===== src/rtl/pnl_pkg.sv =====
package pnl_pkg;

    typedef enum logic [1:0] {
        SEQ_UP     = 2'd0,
        SEQ_DOWN   = 2'd1,
        SEQ_RESUME = 2'd2
    } seq_e;

    localparam int FRAME_W = 24;

    localparam logic [7:0]  PFX_INDEX = 8'h74;
    localparam logic [7:0]  PFX_DATA  = 8'h76;
    localparam logic [7:0]  REG_SHUT  = 8'h11;
    localparam logic [7:0]  REG_SETUP = 8'h01;
    localparam logic [15:0] SETUP_BASE = 16'h2AEF;

    localparam int POS_LR  = 14;
    localparam int POS_TB  = 9;
    localparam int POS_BGR = 11;
    localparam int POS_REV = 13;

    function automatic logic [15:0] setup_value(input logic [3:0] m);
        logic [15:0] mask;
        logic [15:0] sel;
        mask = '0;
        sel  = '0;
        mask[POS_LR]  = 1'b1;
        mask[POS_TB]  = 1'b1;
        mask[POS_BGR] = 1'b1;
        mask[POS_REV] = 1'b1;
        sel[POS_LR]   = m[0];
        sel[POS_TB]   = m[1];
        sel[POS_BGR]  = m[2];
        sel[POS_REV]  = m[3];
        return (SETUP_BASE & ~mask) | sel;
    endfunction

endpackage


===== src/rtl/pnl_frame_rom.sv =====
module pnl_frame_rom
    import pnl_pkg::*;
(
    input  seq_e                 seq,
    input  logic [1:0]           step,
    input  logic [3:0]           mode,
    output logic [FRAME_W-1:0]   word,
    output logic                 last
);

    logic [7:0]  reg_sel;
    logic [15:0] value;

    always_comb begin
        unique case (seq)
            SEQ_UP:     reg_sel = step[1] ? REG_SETUP : REG_SHUT;
            SEQ_RESUME: reg_sel = step[1] ? REG_SHUT  : REG_SETUP;
            default:    reg_sel = REG_SHUT;
        endcase

        if (reg_sel == REG_SETUP)
            value = setup_value(mode);
        else
            value = (seq == SEQ_DOWN) ? 16'h0001 : 16'h0000;

        word = step[0] ? {PFX_DATA, value} : {PFX_INDEX, 8'h00, reg_sel};
        last = (seq == SEQ_DOWN) ? (step == 2'd1) : (step == 2'd3);
    end

endmodule


===== src/rtl/pnl_spi_shift.sv =====
module pnl_spi_shift #(
    parameter int HALF_CYC = 2,
    parameter int GAP_CYC  = 2,
    parameter int FRAME_W  = 24
) (
    input  logic               clk,
    input  logic               rst_n,
    input  logic               go,
    input  logic [FRAME_W-1:0] word,
    output logic               sclk,
    output logic               mosi,
    output logic               cs_n,
    output logic               fin
);

    localparam int CNT_MAX = (HALF_CYC > GAP_CYC) ? HALF_CYC : GAP_CYC;
    localparam int CNT_W   = $clog2(CNT_MAX + 1);
    localparam int BIT_W   = $clog2(FRAME_W);
    localparam logic [CNT_W-1:0] HALF_LAST = CNT_W'(HALF_CYC - 1);
    localparam logic [CNT_W-1:0] GAP_LAST  = CNT_W'(GAP_CYC - 1);
    localparam logic [BIT_W-1:0] BIT_LAST  = BIT_W'(FRAME_W - 1);

    logic [CNT_W-1:0]   cnt;
    logic [BIT_W-1:0]   bitn;
    logic [FRAME_W-1:0] shreg;
    logic               active;
    logic               gapping;

    assign mosi = shreg[FRAME_W-1];

    always_ff @(posedge clk or negedge rst_n) begin
        if (!rst_n) begin
            cnt     <= '0;
            bitn    <= '0;
            shreg   <= '0;
            active  <= 1'b0;
            gapping <= 1'b0;
            sclk    <= 1'b0;
            cs_n    <= 1'b1;
            fin     <= 1'b0;
        end else begin
            fin <= 1'b0;
            if (active) begin
                if (cnt == HALF_LAST) begin
                    cnt <= '0;
                    if (!sclk) begin
                        sclk <= 1'b1;
                    end else begin
                        sclk <= 1'b0;
                        if (bitn == BIT_LAST) begin
                            active  <= 1'b0;
                            gapping <= 1'b1;
                            cs_n    <= 1'b1;
                        end else begin
                            bitn  <= bitn + 1'b1;
                            shreg <= {shreg[FRAME_W-2:0], 1'b0};
                        end
                    end
                end else begin
                    cnt <= cnt + 1'b1;
                end
            end else if (gapping) begin
                if (cnt == GAP_LAST) begin
                    cnt     <= '0;
                    gapping <= 1'b0;
                    fin     <= 1'b1;
                end else begin
                    cnt <= cnt + 1'b1;
                end
            end else if (go) begin
                shreg  <= word;
                cs_n   <= 1'b0;
                sclk   <= 1'b0;
                active <= 1'b1;
                cnt    <= '0;
                bitn   <= '0;
            end
        end
    end

endmodule


===== src/rtl/panel_cmd_seq.sv =====
module panel_cmd_seq
    import pnl_pkg::*;
#(
    parameter int HALF_CYC = 2,
    parameter int GAP_CYC  = 2
) (
    input  logic       clk,
    input  logic       rst_n,
    input  logic       start_up,
    input  logic       start_down,
    input  logic       start_resume,
    input  logic [3:0] mode,
    output logic       sclk,
    output logic       mosi,
    output logic       cs_n,
    output logic       busy,
    output logic       done
);

    typedef enum logic [1:0] {
        ST_IDLE  = 2'd0,
        ST_LOAD  = 2'd1,
        ST_SHIFT = 2'd2,
        ST_STEP  = 2'd3
    } state_e;

    state_e             state;
    state_e             nxt;
    seq_e               seq_q;
    seq_e               seq_pick;
    logic [3:0]         mode_q;
    logic [1:0]         step_q;
    logic [FRAME_W-1:0] word;
    logic               last;
    logic               go;
    logic               fin;
    logic               any_start;

    assign any_start = start_up | start_down | start_resume;

    always_comb begin
        if (start_up)
            seq_pick = SEQ_UP;
        else if (start_resume)
            seq_pick = SEQ_RESUME;
        else
            seq_pick = SEQ_DOWN;
    end

    pnl_frame_rom u_rom (
        .seq  (seq_q),
        .step (step_q),
        .mode (mode_q),
        .word (word),
        .last (last)
    );

    pnl_spi_shift #(
        .HALF_CYC (HALF_CYC),
        .GAP_CYC  (GAP_CYC),
        .FRAME_W  (FRAME_W)
    ) u_shift (
        .clk   (clk),
        .rst_n (rst_n),
        .go    (go),
        .word  (word),
        .sclk  (sclk),
        .mosi  (mosi),
        .cs_n  (cs_n),
        .fin   (fin)
    );

    always_ff @(posedge clk or negedge rst_n) begin
        if (!rst_n)
            state <= ST_IDLE;
        else
            state <= nxt;
    end

    always_comb begin
        nxt = state;
        unique case (state)
            ST_IDLE:  if (any_start) nxt = ST_LOAD;
            ST_LOAD:  nxt = ST_SHIFT;
            ST_SHIFT: if (fin) nxt = ST_STEP;
            ST_STEP:  nxt = last ? ST_IDLE : ST_LOAD;
            default:  nxt = ST_IDLE;
        endcase
    end

    always_ff @(posedge clk or negedge rst_n) begin
        if (!rst_n) begin
            seq_q  <= SEQ_DOWN;
            mode_q <= '0;
            step_q <= '0;
        end else if (state == ST_IDLE && any_start) begin
            seq_q  <= seq_pick;
            mode_q <= mode;
            step_q <= '0;
        end else if (state == ST_STEP && !last) begin
            step_q <= step_q + 1'b1;
        end
    end

    always_comb begin
        go   = (state == ST_LOAD);
        busy = (state != ST_IDLE);
        done = (state == ST_STEP) && last;
    end

endmodule


===== config.mk =====
export PLATFORM = sky130hd
export DESIGN_NAME = panel_cmd_seq
export DESIGN_NICKNAME = d
export VERILOG_FILES = /design/src/rtl/pnl_pkg.sv /design/src/rtl/pnl_frame_rom.sv /design/src/rtl/pnl_spi_shift.sv /design/src/rtl/panel_cmd_seq.sv
export SDC_FILE = /design/constraint.sdc
export NUM_CORES = 1
export LEC_CHECK = 0
export BUFFER_PORTS_ARGS = -buffer_cell sky130_fd_sc_hd__buf_2
export CORE_UTILIZATION = 29
export DETAILED_ROUTE_END_ITERATION = 8
export MAX_ROUTING_LAYER = met4
export PLACE_DENSITY = 0.51
export SLEW_MARGIN = 20
export SYNTH_ARGS = -nofsm -noshare
export SYNTH_HDL_FRONTEND = slang
export SYNTH_HIERARCHICAL = 1
export SYNTH_SLANG_ARGS = --single-unit

===== constraint.sdc =====
create_clock -name clk -period 3.25 [get_ports clk]
set_input_delay 0.325 -clock clk [delete_from_list [all_inputs] [get_ports clk]]
set_output_delay 0.325 -clock clk [all_outputs]
set_load 0.1 [all_outputs]

# Word-level counts from Yosys, hierarchy flattened
# Cells that the tools add are included.
dict set report totals {
  regBits 46
  inputBits 9
  output_inout_bits 5
  wordCells 101
}
dict set report classes {
  add_sub_neg 3
  eq_ne 17
  n_mux 52
  bitwise 2
  n_reduce_logical 15
}
# op n
set op_table {}
lappend op_table {{24-bit two-way mux} 6}
lappend op_table {{5-bit two-way mux} 8}
lappend op_table {{1-bit two-way mux} 24}
lappend op_table {{2-bit two-way mux} 10}
lappend op_table {{18-bit two-way mux} 1}
lappend op_table {{16-bit two-way mux} 1}
lappend op_table {{8-bit one-hot mux with 2 select lines} 1}
lappend op_table {{5-bit AND reduction} 2}
lappend op_table {{2-bit by 1-bit == test with 1-bit output, second input constant} 4}
lappend op_table {{2-bit == test, second input constant} 4}
lappend op_table {{8-bit by 1-bit == test with 1-bit output, second input constant} 1}
lappend op_table {{2-bit != test, second input constant} 4}
lappend op_table {{2-bit one-hot mux with 4 select lines} 1}
lappend op_table {{2-bit by 1-bit != test with 1-bit output, second input constant} 3}
lappend op_table {{3-bit AND reduction} 2}
lappend op_table {{2-bit nonzero test} 3}
lappend op_table {{5-bit by 1-bit adder with 5-bit output, second input constant} 1}
lappend op_table {{5-bit == test, second input constant} 1}
lappend op_table {{2-bit by 1-bit adder with 2-bit output, second input constant} 2}
lappend op_table {{2-bit zero test} 2}
lappend op_table {{1-bit logical AND} 3}
lappend op_table {{3-bit nonzero test} 1}
lappend op_table {{1-bit OR} 2}
lappend op_table {{2-bit AND reduction} 1}
lappend op_table {{1-bit zero test} 1}

# Longest topological paths before layout
# Gate-level depths: netlist (run 1).
dict set report logic_depth {
  ltp_word 8
  ltp_mapped 7
}

# By module
# The synthesis (run 1) kept the hierarchy.
# mod n_inst cells_each area_each_um2
set by_module_without_submodules {}
lappend by_module_without_submodules {pnl_spi_shift 1 145 1923.1}
lappend by_module_without_submodules {panel_cmd_seq 1 45 549.3}
lappend by_module_without_submodules {pnl_frame_rom 1 33 226.5}

# Worst setup path after synthesis (run 1)
# OpenSTA, ideal clock, no wires.
dict set report synth_path {
  path_type {register to register}
  start {register u_shift.sclk}
  end {register u_shift.shreg[23]}
  setup_time_ps 126
  arrival_time_ps 2090
  setup_slack_ps 1034
  stages_incl_launch_ff 5
  n_path_buf 1
  synth_period_minus_slack_ps 2216
  cell_sequence {dfrtp_1 > nand4b_1 > o21ai_4 > buf_12 > mux2_4}
}
dict set report synth_between {
  elab_chain_len 2
}
# element line_no
set synth_lines {}
lappend synth_lines {{from (decl)} pnl_spi_shift.sv:10} ;# output logic sclk,
lappend synth_lines {{from (signal assigned)} pnl_spi_shift.sv:38} ;# sclk <= 1'b0;
lappend synth_lines {{from (signal assigned)} pnl_spi_shift.sv:47} ;# sclk <= 1'b1;
lappend synth_lines {{from (signal assigned)} pnl_spi_shift.sv:49} ;# sclk <= 1'b0;
lappend synth_lines {{2-bit by 1-bit != test with 1-bit output (no source line)} --}
lappend synth_lines {{5-bit AND reduction (no source line)} --}
lappend synth_lines {{to (signal assigned)} pnl_spi_shift.sv:56} ;# shreg <= {shreg[FRAME_W-2:0], 1'b0};
lappend synth_lines {{to (signal assigned)} pnl_spi_shift.sv:71} ;# shreg <= word;
lappend synth_lines {{to (decl)} pnl_spi_shift.sv:25} ;# logic [FRAME_W-1:0] shreg;
# Every way passes these cells.
# A chain may end at the register's enable or synchronous reset.

# Final worst setup path (run 1)
dict set report layout_path {
  start {register u_shift.bitn[0]}
  end {register u_shift.shreg[4]}
}
dict set report layout_between {
  elab_chain_len 3
}
# element line_no
set layout_lines {}
lappend layout_lines {{from (decl)} pnl_spi_shift.sv:24} ;# logic [BIT_W-1:0] bitn;
lappend layout_lines {{from (signal assigned)} pnl_spi_shift.sv:55} ;# bitn <= bitn + 1'b1;
lappend layout_lines {{5-bit == test} pnl_spi_shift.sv:50} ;# if (bitn == BIT_LAST) begin
lappend layout_lines {{2-bit != test (no source line)} --}
lappend layout_lines {{5-bit AND reduction (no source line)} --}
# Every way passes these cells.

==> results_dict.tcl, run 1 <==
set metrics [dict create \
    tightest_slew_ns 0.986 \
    critPathMaxFanout 23 \
    switching_share 0.221 \
    num-nets-final 242 \
    drv_slew 0 \
    clock.fmax_ghz 0.428 \
    cts_buffers 5 \
    grt_pass1_vias 1466 \
    reg2reg_slack_ns 0.91 \
    drt_iter0_markers 60 \
    yosysWarnings 6 \
    synth_cell_types 46 \
    mostFrequentLayoutCells "44 x dfrtp_1, 26 x mux2_2, 25 x mux2_4" \
    ir_worst_vdd_uv 124 \
    cts-root-buf "clkbuf_8" \
    slew-limit-headroom 0.340 \
    seq_power_share 0.610 \
    die-area_sq_um 9700 \
    finalSetupViolations 0 \
    grt_max_degree 47 \
    cts_sinks 46 \
    post_cts_resized 0 \
    finish.instance_area_sq_um 2820 \
    grt_usage 0.0963 \
    synth_cells 223 \
    crit_arrival_ns 2.52 \
    ctsHoldBuffers 0 \
    vias 1512 \
    start_util 0.305 \
    reg2reg_depth 4 \
    synth_area_sq_um 2700 \
    whs_ns 0.0258 \
    gp_congestion 0.727 \
    period_minus_slack_ns 2.34 \
    cellLeakagePower_nw 1.30 \
    worstSetupPathType "register to register" \
    seq_area_frac_synth 0.427 \
    detailed_place_hpwl_microns 2710 \
    cp.required_ns 3.43 \
    power.share.combinational 0.041 \
    worst_setup_path_start_kind "register" \
    overflow 0 \
    cap_viol_max_count 0 \
    dpl-instance-area_sq_um 2730 \
    p_total_mw 0.958 \
    final_util 0.318 \
    end_kind "register" \
    finalHoldViolCount 0 \
    netSwitchingPower_mw 0.212 \
    synthFlopType "dfrtp_1" \
    clock_power_share 0.350 \
    cts_setup_buffers 0 \
    vias_per_cell 4.50 \
    tritoncts "built" \
    drc 0 \
    core_region_area_sq_um 8850 \
    clk_pin_slew_ns 0.08 \
    final_common_cell "dfrtp_1" \
    rows 34 \
    first_pass_iters 4 \
    rsz0062_at_grt "false" \
    pin_count 14 \
    die_w_microns 98.5 \
    clock_latency_ns 0.29 \
    dieHeight_microns 98.5 \
    io_buffer_count 13 \
    clockBufferDepth 2 \
    rr_startpoint "u_shift/bitn[0]" \
    p_per_area_nw_per_um2 340 \
    power.internal_mw 0.747 \
    postRouteAntennaNets 0 \
    ys_seq_elements 46 \
    syn_avg_cell_area_sq_um 12.1 \
    drive_above_1_share 0.351 \
    diodes 0 \
    worst_hold_path_type "input port to async pin" \
    reg2reg_to "u_shift/shreg[4]" \
    crit_start "u_shift/bitn[0]" \
    timing.final.crit_share 0.719 \
    grt_pass1_wl_microns 7190 \
    htree_num_levels 2 \
    wire_per_inst_microns 12.2 \
    wl_microns 4080 \
    fin_skew_ns 0.00783 \
    status "complete, no violations" \
    setup_tns_ns 0 \
    async_reset_ff_frac 1.00 \
    antenna_found_initial 0 \
    syn2layout_area_growth_pct 4.31 \
    synth_edf_count 0 \
]
[critical path, cell delays in order, from the launching register on]
cell	delay, ns
dfrtp_1	0.43
ha_1	0.26
and4b_1	0.30
o21ai_4	0.82
mux2_2	0.41
[metrics by stage]
step / std cells / setup WS [ns]
floorplan: 232 / 1.03
global placement: 328 / 0.922
detailed placement: 328 / 0.897
CTS: 336 / 0.907
global route: 336 / 0.777
finish: 336 / 0.913
[how the worst max path moves through the flow]
stage	end	slack [ns]	depth (start not counted)
6_report	u_shift/shreg[4]	0.91	4
2_1_floorplan	u_shift/shreg[23]	1.03	4
3_3_place_gp	u_shift/shreg[4]	0.92	4
3_5_place_dp	u_shift/shreg[4]	0.90	4
5_1_grt	u_shift/shreg[4]	0.78	4
4_1_cts	u_shift/shreg[4]	0.91	4
[cells by family after synthesis]
group / share of synthesized area
simple gates: 0.126
mux: 0.251
flops: 0.427
buf+inv: 0.0848
compound gates: 0.0607
fa+ha+maj: 0.0278
xor+xnor: 0.0195
other cells: 0.00278
[Yosys cell counts, types with 2 or more instances]
cell	n	area (sq um)
o21ai_0	3	15.0
nand2b_1	5	31.3
o211ai_1	5	37.5
mux2_4	25	375
and2_1	7	43.8
nand4b_1	3	26.3
clkbuf_1	4	15.0
buf_12	2	40.0
dfstp_2	2	52.6
xnor2_1	3	26.3
xor2_1	3	26.3
nand2_1	7	26.3
buf_4	17	128
nand3b_1	3	22.5
dfrtp_1	44	1100
conb_1	2	7.51
nand3_1	5	25.0
ha_1	6	75.1
nor2_1	14	52.6
a21oi_1	6	30.0
buf_6	2	22.5
nor2b_1	2	12.5
inv_1	5	18.8
mux2_2	26	293
[layout make-up]
type / count / area [sq um]
Multi-Input combinational cell: 155 / 1350
Clock buffer: 6 / 72.6
Tap cell: 108 / 135
Inverter: 5 / 18.8
Timing Repair Buffer: 14 / 75.1
Clock inverter: 2 / 10.0
Fill cell: 905 / 6030
Sequential cell: 46 / 1150
[layer usage]
metal,GRT usage,wire length (microns),up-vias
li1,-,-,758
met1,0.127,2070,737
met2,0.145,1860,12
met3,0.0191,71,5
met4,0.0413,80,0
met5,-,0,-
[state kept, by name, summed over array words and instances, names as in the netlist, 2 cells and up]
register and count:
seq_q 2, u_shift/bitn 5, step_q 2, state 2
u_shift/shreg 24, mode_q 4, u_shift/cnt 2
[power by group through the flow]
stage	logic [mW]	registers, mW	clock network [mW]
floorplan	0.0302	0.595	0
global placement	0.0399	0.596	0
detailed placement	0.0399	0.596	0
CTS	0.0400	0.584	0.354
global route	0.0445	0.586	0.377
finish	0.0390	0.584	0.335
Note: power is estimated with default switching activity, not from simulation.
==> run 2, diff against run 1 <==
--- a/config.mk
+++ b/config.mk
@@ -9,7 +9,7 @@
 export CORE_UTILIZATION = 29
 export DETAILED_ROUTE_END_ITERATION = 8
 export MAX_ROUTING_LAYER = met4
-export PLACE_DENSITY = 0.51
+export PLACE_DENSITY = 0.52
 export SLEW_MARGIN = 20
 export SYNTH_ARGS = -nofsm -noshare
 export SYNTH_HDL_FRONTEND = slang
==> constraint.sdc (replaced) <==
create_clock -name clk -period 2 [get_ports clk]
set_input_delay 0.2 -clock clk [delete_from_list [all_inputs] [get_ports clk]]
set_output_delay 0.2 -clock clk [all_outputs]
set_load 0.1 [all_outputs]
==> run 2 against run 1 <==
Net effect: the flow now finishes with violations (hold timing); maximum frequency is 23% higher; design area is 3.8% higher; global-route usage is 0.52 points higher; first-iteration DRC count is 48% lower; sequential share of layout area is 1.5 points lower; critical path type unchanged.
==> results_dict.tcl, run 2 (synthesis gave the netlist of run 1 again) <==
set metrics [dict create \
    dieHeight_microns 98.5 \
    violations "hold timing" \
    tightest_slew_ns 0.588 \
    crit_arrival_ns 2.09 \
    rows 34 \
    worst_setup_path_start_kind "register" \
    slew-limit-headroom 0.608 \
    drive_above_1_share 0.387 \
    switching_share 0.223 \
    p_per_area_nw_per_um2 531 \
    reg2reg_to "u_shift/shreg[9]" \
    die-area_sq_um 9700 \
    clockBufferDepth 2 \
    fin_skew_ns 0.00726 \
    rr_startpoint "state[1]" \
    whs_ns -0.00810 \
    pin_count 14 \
    cellLeakagePower_nw 1.36 \
    num-nets-final 253 \
    crit_start "state[1]" \
    vias_per_cell 4.58 \
    finalSetupViolations 0 \
    critPathMaxFanout 9 \
    clock_power_share 0.345 \
    ir_worst_vdd_uv 227 \
    drv_slew 0 \
    detailed_place_hpwl_microns 3060 \
    grt_pass1_wl_microns 7690 \
    postRouteAntennaNets 0 \
    grt_max_degree 47 \
    die_w_microns 98.5 \
    reg2reg_depth 6 \
    final_common_cell "dfrtp_1" \
    setup_tns_ns 0 \
    multiInputGateArea_sq_um 1350 \
    syn2layout_area_growth_pct 8.30 \
    io_buffer_count 13 \
    core_region_area_sq_um 8850 \
    cts_setup_buffers 0 \
    crit_path_end "u_shift/shreg[9]" \
    clock.fmax_ghz 0.526 \
    power.internal_mw 1.21 \
    worstSetupPathType "register to register" \
    reg2reg_slack_ns 0.10 \
    layout.cells.non_filler 346 \
    grt_usage 0.101 \
    placed_cells 339 \
    end_kind "register" \
    largest_register_ff_count 24 \
    clock_latency_ns 0.29 \
    drt_iter0_markers 31 \
    finalHoldViolCount 33 \
    start_util 0.305 \
    p_total_mw 1.55 \
    seq_power_share 0.612 \
    cts-root-buf "clkbuf_8" \
    top_register "u_shift/shreg" \
    first_pass_iters 4 \
    cap_viol_max_count 0 \
    gp_congestion 0.729 \
    antenna_found_initial 0 \
    rsz0062_at_grt "false" \
    cts_buffers 5 \
    post_cts_resized 0 \
    worst_hold_path_type "input port to async pin" \
    status "complete, but fails checks" \
    tritoncts "built" \
    netSwitchingPower_mw 0.346 \
    period_minus_slack_ns 1.90 \
    power.share.combinational 0.042 \
    diodes 0 \
    wire_per_inst_microns 12.8 \
    seqCellArea_sq_um 1150 \
    wl_microns 4420 \
    ctsHoldBuffers 0 \
    fillCellCount 911 \
    cts_sinks 46 \
    timing.final.crit_share 0.950 \
    overflow 0 \
    grt_pass1_vias 1701 \
    cp.required_ns 2.19 \
    vias 1584 \
    largestRegisters "u_shift/shreg (24), u_shift/bitn (5), mode_q (4)" \
    drc 0 \
    mostFrequentLayoutCells "43 x dfrtp_1, 26 x mux2_2, 25 x mux2_4" \
    clk_pin_slew_ns 0.09 \
    htree_num_levels 2 \
]
==> run 2: layout make-up <==
cell class                      instances  share of cell area
Clock buffer                            5              0.0235
Clock inverter                          2             0.00342
Inverter                                5             0.00642
Multi-Input combinational cell        155               0.462
Sequential cell                        46               0.395
Tap cell                              108              0.0462
Timing Repair Buffer                   25              0.0634
==> run 2: worst min-delay path by stage <==
stage,start,endpoint,slack (ns),cells after the start
final,rst_n,state[0],-0.008,2
after global routing,rst_n,u_shift/bitn[3],0.04,2
after CTS,rst_n,u_shift/shreg[16],0.008,2
after detailed placement,rst_n,u_shift/bitn[0],0.34,2
after global placement,rst_n,u_shift/bitn[0],0.34,2
after floorplan,rst_n,mode_q[0],-0.1,0
==> run 2: through the flow <==
step	utilization	instance area [sq um]	worst slack, ns
final	0.330	2920	0.100
after detailed placement	0.321	2840	0.106
after global routing	0.330	2920	0.0141
after floorplan	-	2730	0.0190
after CTS	0.330	2920	0.0342
after global placement	0.321	2840	0.140
==> run 2: layer usage <==
layer  track usage  up-vias  routed length [microns]
met2         0.174       21                     2170
met4        0.0379        0                       80
met3        0.0170        5                       83
li1              -      775                        -
met5             -        -                        0
met1         0.120      783                     2090
==> run 2: worst max-delay path: stages, from the launching register on <==
cell	delay, ns
dfrtp_1	0.38
inv_1	0.10
ha_1	0.18
or3b_1	0.42
o21ai_4	0.18
buf_4	0.23
mux2_4	0.30
==> run 2: power groups by stage <==
stage | Sequential (mW) | Combinational, mW | Clock (mW)
after floorplan | 0.966 | 0.0491 | 0
after global placement | 0.968 | 0.0667 | 0
after detailed placement | 0.969 | 0.0682 | 0
after CTS | 0.951 | 0.0684 | 0.568
after global routing | 0.952 | 0.0760 | 0.599
final | 0.950 | 0.0659 | 0.536
